`src/rtl/rf_ovl_pkg.sv`:
```
package rf_ovl_pkg;

  typedef struct packed {
    logic valid;
    logic top;
  } loc_flags_t;

  function automatic int idx_width(input int depth);
    return (depth < 2) ? 1 : $clog2(depth);
  endfunction

endpackage

```
`src/rtl/rf_ovl_locate.sv`:
```
module rf_ovl_locate
  import rf_ovl_pkg::*;
#(
  parameter int NUM_REGS = 5,
  parameter int WORDS    = 3,
  parameter int REG_AW   = 3,
  parameter int WORD_AW  = 2,
  parameter int IDX_W    = 4
) (
  input  logic [REG_AW-1:0]  reg_sel,
  input  logic [WORD_AW-1:0] word_sel,
  output loc_flags_t         flags,
  output logic [IDX_W-1:0]   flat_idx,
  output logic [IDX_W-1:0]   nbr_idx
);

  int reg_i;
  int word_i;

  always_comb begin
    reg_i       = int'(reg_sel);
    word_i      = int'(word_sel);
    flags.valid = (reg_i < NUM_REGS) && (word_i < WORDS);
    flags.top   = (word_i == WORDS - 1);
    flat_idx    = '0;
    nbr_idx     = '0;
    if (flags.valid) begin
      flat_idx = IDX_W'(reg_i * WORDS + word_i);
      if (!flags.top) begin
        nbr_idx = IDX_W'(reg_i * WORDS + word_i + 1);
      end
    end
  end

endmodule

```
`src/rtl/rf_ovl_word_bank.sv`:
```
module rf_ovl_word_bank #(
  parameter int WORD_W = 8,
  parameter int DEPTH  = 15,
  parameter int IDX_W  = 4
) (
  input  logic              clk,
  input  logic              rst,
  input  logic              wr_en,
  input  logic [IDX_W-1:0]  wr_idx,
  input  logic [WORD_W-1:0] wr_word,
  input  logic              rd_en,
  input  logic [IDX_W-1:0]  rd_idx,
  output logic [WORD_W-1:0] rd_word
);

  logic [WORD_W-1:0] mem [DEPTH];

  // storage array: no reset so it maps onto block RAM
  always_ff @(posedge clk) begin
    if (wr_en) begin
      mem[wr_idx] <= wr_word;
    end
  end

  // registered read, old data on collision
  always_ff @(posedge clk) begin
    if (rst) begin
      rd_word <= '0;
    end else if (rd_en) begin
      rd_word <= mem[rd_idx];
    end else begin
      rd_word <= '0;
    end
  end

  // decoder must never hand out an index past the array
  p_wr_in_range_r6: assert property (@(posedge clk) disable iff (rst)
    wr_en |-> (int'(wr_idx) < DEPTH))
    else $error("write index outside storage");

  p_rd_in_range_r7: assert property (@(posedge clk) disable iff (rst)
    rd_en |-> (int'(rd_idx) < DEPTH))
    else $error("read index outside storage");

endmodule

```
`src/rtl/rf_ovl_lsb_plane.sv`:
```
module rf_ovl_lsb_plane #(
  parameter int DEPTH = 15,
  parameter int IDX_W = 4,
  parameter int NRD   = 2
) (
  input  logic             clk,
  input  logic             rst,
  input  logic             wr_en,
  input  logic [IDX_W-1:0] wr_idx,
  input  logic             wr_bit,
  input  logic             rd_en  [NRD],
  input  logic [IDX_W-1:0] rd_idx [NRD],
  output logic             rd_bit [NRD]
);

  logic bits [DEPTH];

  always_ff @(posedge clk) begin
    if (wr_en) begin
      bits[wr_idx] <= wr_bit;
    end
  end

  for (genvar p = 0; p < NRD; p++) begin : g_tap
    always_ff @(posedge clk) begin
      if (rst) begin
        rd_bit[p] <= 1'b0;
      end else if (rd_en[p]) begin
        rd_bit[p] <= bits[rd_idx[p]];
      end else begin
        rd_bit[p] <= 1'b0;
      end
    end

    p_tap_in_range_r4: assert property (@(posedge clk) disable iff (rst)
      rd_en[p] |-> (int'(rd_idx[p]) < DEPTH))
      else $error("overlap tap index outside storage");
  end

endmodule

```
`src/rtl/rf_overlap_regfile.sv`:
```
module rf_overlap_regfile
  import rf_ovl_pkg::*;
#(
  parameter int WORD_W   = 8,
  parameter int WORDS    = 3,
  parameter int NUM_REGS = 5,
  parameter int REG_AW   = 3,
  localparam int WORD_AW = (WORDS < 2) ? 1 : $clog2(WORDS)
) (
  input  logic               clk,
  input  logic               rst,
  input  logic               wr_en,
  input  logic [REG_AW-1:0]  wr_reg,
  input  logic [WORD_AW-1:0] wr_word_idx,
  input  logic [WORD_W-1:0]  wr_data,
  input  logic [REG_AW-1:0]  a_reg,
  input  logic [WORD_AW-1:0] a_word_idx,
  output logic [WORD_W-1:0]  a_data,
  output logic               a_ovl,
  input  logic [REG_AW-1:0]  b_reg,
  input  logic [WORD_AW-1:0] b_word_idx,
  output logic [WORD_W-1:0]  b_data,
  output logic               b_ovl
);

  localparam int DEPTH = NUM_REGS * WORDS;
  localparam int IDX_W = idx_width(DEPTH);
  localparam int NRD   = 2;

  // write side decode
  loc_flags_t       w_flags;
  logic [IDX_W-1:0] w_idx;
  logic [IDX_W-1:0] w_nbr_unused;
  logic             w_commit;

  rf_ovl_locate #(
    .NUM_REGS(NUM_REGS), .WORDS(WORDS), .REG_AW(REG_AW),
    .WORD_AW(WORD_AW), .IDX_W(IDX_W)
  ) u_wr_locate (
    .reg_sel (wr_reg),
    .word_sel(wr_word_idx),
    .flags   (w_flags),
    .flat_idx(w_idx),
    .nbr_idx (w_nbr_unused)
  );

  assign w_commit = wr_en && w_flags.valid;

  // read side, one slice per port
  logic [REG_AW-1:0]  r_reg  [NRD];
  logic [WORD_AW-1:0] r_word [NRD];
  loc_flags_t         r_flags[NRD];
  logic [IDX_W-1:0]   r_idx  [NRD];
  logic [IDX_W-1:0]   r_nbr  [NRD];
  logic               tap_en [NRD];
  logic [WORD_W-1:0]  r_data [NRD];
  logic               r_ovl  [NRD];

  assign r_reg[0]  = a_reg;
  assign r_word[0] = a_word_idx;
  assign r_reg[1]  = b_reg;
  assign r_word[1] = b_word_idx;

  for (genvar p = 0; p < NRD; p++) begin : g_port
    rf_ovl_locate #(
      .NUM_REGS(NUM_REGS), .WORDS(WORDS), .REG_AW(REG_AW),
      .WORD_AW(WORD_AW), .IDX_W(IDX_W)
    ) u_rd_locate (
      .reg_sel (r_reg[p]),
      .word_sel(r_word[p]),
      .flags   (r_flags[p]),
      .flat_idx(r_idx[p]),
      .nbr_idx (r_nbr[p])
    );

    assign tap_en[p] = r_flags[p].valid && !r_flags[p].top;

    // one word array copy per read port, all written together
    rf_ovl_word_bank #(
      .WORD_W(WORD_W), .DEPTH(DEPTH), .IDX_W(IDX_W)
    ) u_bank (
      .clk    (clk),
      .rst    (rst),
      .wr_en  (w_commit),
      .wr_idx (w_idx),
      .wr_word(wr_data),
      .rd_en  (r_flags[p].valid),
      .rd_idx (r_idx[p]),
      .rd_word(r_data[p])
    );

    // out-of-range read gives zero word and zero tap
    p_oob_zero_r6: assert property (@(posedge clk) disable iff (rst)
      !r_flags[p].valid |=> (r_data[p] == '0 && r_ovl[p] == 1'b0))
      else $error("out-of-range read not zero");

    // top word has no higher neighbour
    p_top_tap_zero_r4: assert property (@(posedge clk) disable iff (rst)
      (r_flags[p].valid && r_flags[p].top) |=> !r_ovl[p])
      else $error("top word produced overlap bit");
  end

  rf_ovl_lsb_plane #(
    .DEPTH(DEPTH), .IDX_W(IDX_W), .NRD(NRD)
  ) u_lsb (
    .clk   (clk),
    .rst   (rst),
    .wr_en (w_commit),
    .wr_idx(w_idx),
    .wr_bit(wr_data[0]),
    .rd_en (tap_en),
    .rd_idx(r_nbr),
    .rd_bit(r_ovl)
  );

  assign a_data = r_data[0];
  assign a_ovl  = r_ovl[0];
  assign b_data = r_data[1];
  assign b_ovl  = r_ovl[1];

endmodule

```
`config.mk`:
```
export PLATFORM = sky130hd
export DESIGN_NAME = rf_overlap_regfile
export DESIGN_NICKNAME = d
export VERILOG_FILES = /design/src/rtl/rf_ovl_pkg.sv /design/src/rtl/rf_ovl_locate.sv /design/src/rtl/rf_ovl_word_bank.sv /design/src/rtl/rf_ovl_lsb_plane.sv /design/src/rtl/rf_overlap_regfile.sv
export SDC_FILE = /design/constraint.sdc
export NUM_CORES = 1
export LEC_CHECK = 0
export BUFFER_PORTS_ARGS = -buffer_cell sky130_fd_sc_hd__buf_2
export CAP_MARGIN = 15
export CORE_UTILIZATION = 33
export CTS_BUF_LIST = sky130_fd_sc_hd__clkbuf_2 sky130_fd_sc_hd__clkbuf_4 sky130_fd_sc_hd__clkbuf_8
export DETAILED_ROUTE_END_ITERATION = 8
export MAX_ROUTING_LAYER = met4
export PLACE_DENSITY = 0.51
export SETUP_SLACK_MARGIN = 0.5
export SYNTH_ARGS = -nofsm -noshare
export SYNTH_HDL_FRONTEND = slang
export SYNTH_SLANG_ARGS = --single-unit
```
`constraint.sdc`:
```
create_clock -name clk -period 3.17 [get_ports clk]
set_input_delay 0.634 -clock clk [delete_from_list [all_inputs] [get_ports clk]]
set_output_delay 0.634 -clock clk [all_outputs]
set_load 0.02 [all_outputs]
```
**After elaboration in Yosys (flattened, before gate mapping)**

Memories as Yosys holds them, arrays and structs flattened. A register that Yosys moved wholly into a read port is not among the register bits.
Index checks and enable logic that the tools add are counted.

- Flip-flop bits (word level): 0
- Bits in writable memories: 255
- Input port bits: 26
- Memories kept: 3

- $add $sub $neg: 5
- Multipliers: 3
- $lt $le $gt $ge: 6
- Equality and inequality tests: 2
- Multiplexer cells: 9
- Bitwise gates (word level): 4
- Reductions and logical operators: 12

Memory list:

| name | depth | width | rd ports | clocked after memory_dff | write ports | RTL line | RTL |
|---|---|---|---|---|---|---|---|
| g_port[0].u_bank.mem | 15 | 8 | 1 | 1 | 1 | rf_ovl_word_bank.sv:16 | `logic [WORD_W-1:0] mem [DEPTH];` |
| g_port[1].u_bank.mem | 15 | 8 | 1 | 1 | 1 | rf_ovl_word_bank.sv:16 |  |
| u_lsb.bits | 15 | 1 | 2 | 2 | 1 | rf_ovl_lsb_plane.sv:16 | `logic bits [DEPTH];` |

Operator list:

| cell | count |
|---|---|
| 4-bit 2-to-1 mux | 7 |
| 4-bit by 3-bit adder with 4-bit output | 3 |
| 3-bit by 2-bit multiplier with 4-bit output (second input constant) | 3 |
| 3-bit less-than comparator (second input constant) | 3 |
| 4-bit by 2-bit adder with 4-bit output (second input constant) | 2 |
| 2-bit OR reduction | 4 |
| 1-bit logical AND | 6 |
| 2-bit less-than comparator (second input constant) | 3 |
| 2-bit == test (second input constant) | 2 |
| 1-bit NOT | 4 |
| 1-bit logical NOT | 2 |
| 1-bit 2-to-1 mux | 2 |

**Longest topological paths before layout**

- Word-level depth: 5
- Mapped depth: 13
- Gate-level depth less buffers: 11

**Modules after synthesis**

A second synthesis with hierarchy kept.

- Cell total of the unflattened synthesis: 678
- Area total of the unflattened synthesis: 11,536.1 sq um

Modules (own cells, without submodules):

| module | instances | cells an instance | area an instance (sq um) |
|---|---|---|---|
| rf_ovl_word_bank | 2 | 265 | 4,982.3 |
| rf_ovl_lsb_plane | 1 | 55 | 854.6 |
| rf_ovl_locate | 3 | 30 | 227.7 |
| rf_overlap_regfile | 1 | 3 | 33.8 |

**Worst setup path after synthesis**

No wires, ideal clock.

- Path type: input to register
- Start point: input wr_reg[1]
- End point: memory g_port[1].u_bank.mem[8][0], enable pin
- Arrival time: 2.754 ns
- Data required time: 2.787 ns
- Setup slack: 0.032 ns
- Stages on the path: 10
- Cells stage by stage: inv_1 > fa_1 > inv_1 > ha_1 > inv_1 > fa_1 > xor2_1 > nor2_1 > nand2_1 > nor3_1

- Word-level cells in the longest chain between the ends: 5

RTL lines:

| element | RTL line | RTL |
|---|---|---|
| start: declaration | rf_overlap_regfile.sv:13 | `input logic [REG_AW-1:0] wr_reg,` |
| parallel branches: the longest is 5 deep, another holds 3-bit by 2-bit multiplier with 4-bit output | - |  |
| end: declaration | rf_ovl_word_bank.sv:16 |  |

Several ways; the timed one is not identified.

**Worst setup path in the final report**

- Start point: input b_reg[1]
- End point: register u_lsb.rd_bit[0] in the netlist's numbering (read register of u_lsb.bits)

- Word-level cells in the longest chain between the ends: 5

RTL lines:

| element | RTL line | RTL |
|---|---|---|
| start: declaration | rf_overlap_regfile.sv:20 | `input logic [REG_AW-1:0] b_reg,` |
| 3-bit by 2-bit multiplier with 4-bit output / 3-bit less-than comparator (equally long branches) | rf_ovl_locate.sv:30, rf_ovl_locate.sv:23 |  |
| 4-bit by 3-bit adder with 4-bit output / 1-bit logical AND (equally long branches) | rf_ovl_locate.sv:30, rf_ovl_locate.sv:23 |  |
| 4-bit by 2-bit adder with 4-bit output / 1-bit logical AND (equally long branches) | rf_ovl_locate.sv:30, rf_overlap_regfile.sv:76 |  |
| 4-bit 2-to-1 mux / 1-bit NOT (equally long branches) | - |  |
| 4-bit 2-to-1 mux / 2-bit OR reduction (equally long branches) | - |  |
| end: declaration | rf_ovl_lsb_plane.sv:13 | `output logic rd_bit [NRD]` |

Parallel ways exist; a longest one is shown, timed or not.

==> results.md <==
- Area after DPL: 8642 um^2
- Die area: 22990 um^2
- Main combinational cell family by area after synthesis: compound AO/OA/AOI/OAI gates
- Max cap viols: 0
- Syn Nets: 622
- Tot Pwr: 5.283 mW
- Initial Util: 33.76%
- H-tree levels: 4
- Clock Latency Late Sink: 0.44 ns
- Mux contribution to synthesized area: 12.80%
- DR vias/cell: 5.614
- Final Hold Viols: 0
- Hold Buf Count CTS: 0
- Num CTS Buffers: 17
- Synth Flop Type: edfxtp_1
- Post-DP HPWL: 15050 um
- Antenna Nets Post-Route: 0
- Sequential area share after synthesis: 53.64%
- Clock root buffer: clkbuf_8
- Die W: 151.6 um
- Clk buf depth: 2
- XOR/XNOR Fraction of Synth Area: 1.168%
- Setup_tns: 0 ns
- Die Y: 151.6 um
- Post-synth top area share: 48.76%
- RSZ-0062 raised after global routing: true
- Top cells by area, synth: edfxtp_1 49%, mux4_2 6.7%, dfxtp_1 4.9%
- GP Congestion: 0.8650
- Slowest stage cell, crit path: fa_1
- Largest net degree at the start of global routing: 25
- Min cycle time layout: 2.694 ns
- Synth async-reset ratio: 0%
- Post-Syn Instances: 573
- Reg2Reg Depth: 5
- # diodes: 0
- Hold Crit Class: in2reg
- VDD IR max: 0.2139 mV
- Yosys warning total: 0
- P&R area growth vs syn: 29.17%
- Layout cell share with drive strength beyond 1: 42.88%
- Final Skew: 0.01236 ns
- Pins Over Slew Limit: 0
- Final setup fails: 0
- WL/cell: 23.29 um
- Setup ws final: 0.4764 ns
- Critical path data arrival time: 3.06 ns
- CP startpoint kind: input pin
- Final net count: 724
- Post-synth top cells: 120 x edfxtp_1, 39 x nor2_1, 30 x a21oi_1, 30 x mux2i_1, 30 x o21ai_0
- Synth Area in Adders: 4.504%
- Reg clk slew, reported paths: 0.09 ns
- Core ar.: 21890 um^2
- WHS Path Cells: 2
- Synth area leader: edfxtp_1
- 1st-pass router iterations: 5
- Slowest cell delay on critical path: 0.56 ns
- Number of port buffers: 43
- Post-place setup slack: -0.1323 ns
- Power per cell area: 553.4 nW/um^2
- I/O Pins: 44
- Cell Count Post-Placement: 916
- Count leader, synth: edfxtp_1
- Final core occ: 43.60%
- Critical path, cell by cell: buf_6 > inv_2 > fa_1 > inv_2 > ha_4 > inv_2 > fa_2 > buf_6 > xnor2_4 > a221o_1 > a22oi_1 > a211o_1 > a211oi_1
- DRT iter0 DRCs: 402
- Post-synthesis simple-gate area fraction: 7.636%
- Syn_area_per_cell: 12.90 um^2
- WL final: 22550 um
- Post-synth EDFFs: 120
- Max Freq: 371.3 MHz
- Library cells used by synthesis: 58
- Critical Path Most Common Cell: inv_2
- Worst Tran Pin Value: 0.5169 ns
- TritonCTS clock tree: done
- DRC: 0
- Std-Cell Rows: 54
- Max transition margin: 65.53%
- Number of synthesized register bits: 138
- Vias in the first global route: 5490
- Non-filler cells, final: 968
- Initial antenna violation count: 0
- Endpoint type of the worst setup path: flop
- CP Max Fanout: 4
- Worst EP required: 3.54 ns
- Synth Area in Compound Gates: 15.92%
- All-Layer GR Usage: 21.09%
- Synthesized area: 7390 um^2
- Status: complete, no violations
- Fin crit share: 84.97%
- Final instance area: 9545 um^2
- Clk sinks: 138
- Leakage: 3.385 nW
- First-pass GRT wire length: 33400 um
- Routed vias: 5434
- GR Overflow Total: 0
- Critical setup path kind: in2reg
- Hold_ws: 0.4821 ns
-- routing by layer --
metal	vias to the layer above	GRT usage [%]	part of all wire (%)
met5	-	-	0
met2	212	33.34	49
met3	38	4.341	6.4
li1	2444	-	-
met1	2740	26.37	42
met4	0	8.515	2.8
-- area by class of cell --
class | count | area, um^2
clock buffers | 18 | 241.5
clock inverters | 14 | 136.4
inverters | 19 | 96.34
flip-flops and latches | 138 | 3964
repair buffers | 122 | 1220
well taps | 280 | 350.3
multi-input cells | 377 | 3537
fillers | 2020 | 12350
-- flip-flops by register name, indices dropped and copies added, names as in the netlist --
| signal | cells |
|---|---|
| g_port.u_bank.rd_word | 16 |
| g_port.u_bank.mem | 120 |
| u_lsb.rd_bit | 2 |
-- timing repair --
action	CTS	global route
buffers inserted	11	7
pin swaps	11	24
gates resized for setup	19	50
endpoints found under the setup margin	9	62
gates cloned	2	0
-- cell families after synthesis --
kind of cell               Yosys count
AOI/OAI and AO/OA                  170
xor gates and xnor gates             9
adders and majority gates           23
buffers and inverters               58
DFF                                138
muxes                               64
and+or+nand+nor                    111
-- layout by cell type, fill, tap and decap left out, types with 4 or more instances in the layout --
cell	instances
buf_2	37
nor2_4	12
a211oi_1	19
a21oi_2	13
buf_6	11
nand2_2	5
a21oi_1	17
inv_6	5
inv_8	4
nand2_1	17
edfxtp_1	120
or2_2	6
a221o_1	5
mux2i_1	30
o2111ai_1	6
o21ai_2	5
nor2_1	25
o22ai_1	6
buf_12	24
or3b_2	4
clkbuf_8	17
o21ai_0	20
nor3_1	4
a22o_1	5
inv_1	5
dfxtp_1	18
a21o_1	8
o21bai_1	8
inv_2	10
mux4_2	22
buf_4	46
mux2_2	11
or3b_1	4
and2_1	10
a22oi_1	10
nor3_4	4
ha_1	11
a211oi_2	11
o21ai_1	14
-- critical path, delay by kind of cell --
kind            cells  cell delay (ns)
fa+ha+maj           3             1.23
compound gates      4             0.63
buf+inv             5             0.38
xor+xnor            1             0.18
-- where the power goes --
part	total [mW]	switching, mW	internal, mW
registers	2.10	0.0426	2.05
clock network	1.39	0.740	0.646
logic	1.80	0.962	0.838
total	5.28	1.74	3.54
-- final timing paths --
kind	from	endpoint	slack, ns
setup / recovery	b_reg[1]	u_lsb.rd_bit[0]	0.48
hold / removal	rst	u_lsb.rd_bit[0]	0.48
setup reg to reg	g_port[1].u_bank.mem[2][0]	g_port[1].u_bank.rd_word[0]	1.56
hold reg to reg	g_port[1].u_bank.mem[0][7]	g_port[0].u_bank.rd_word[7]	0.70
Power figures use the tool's default switching activity.
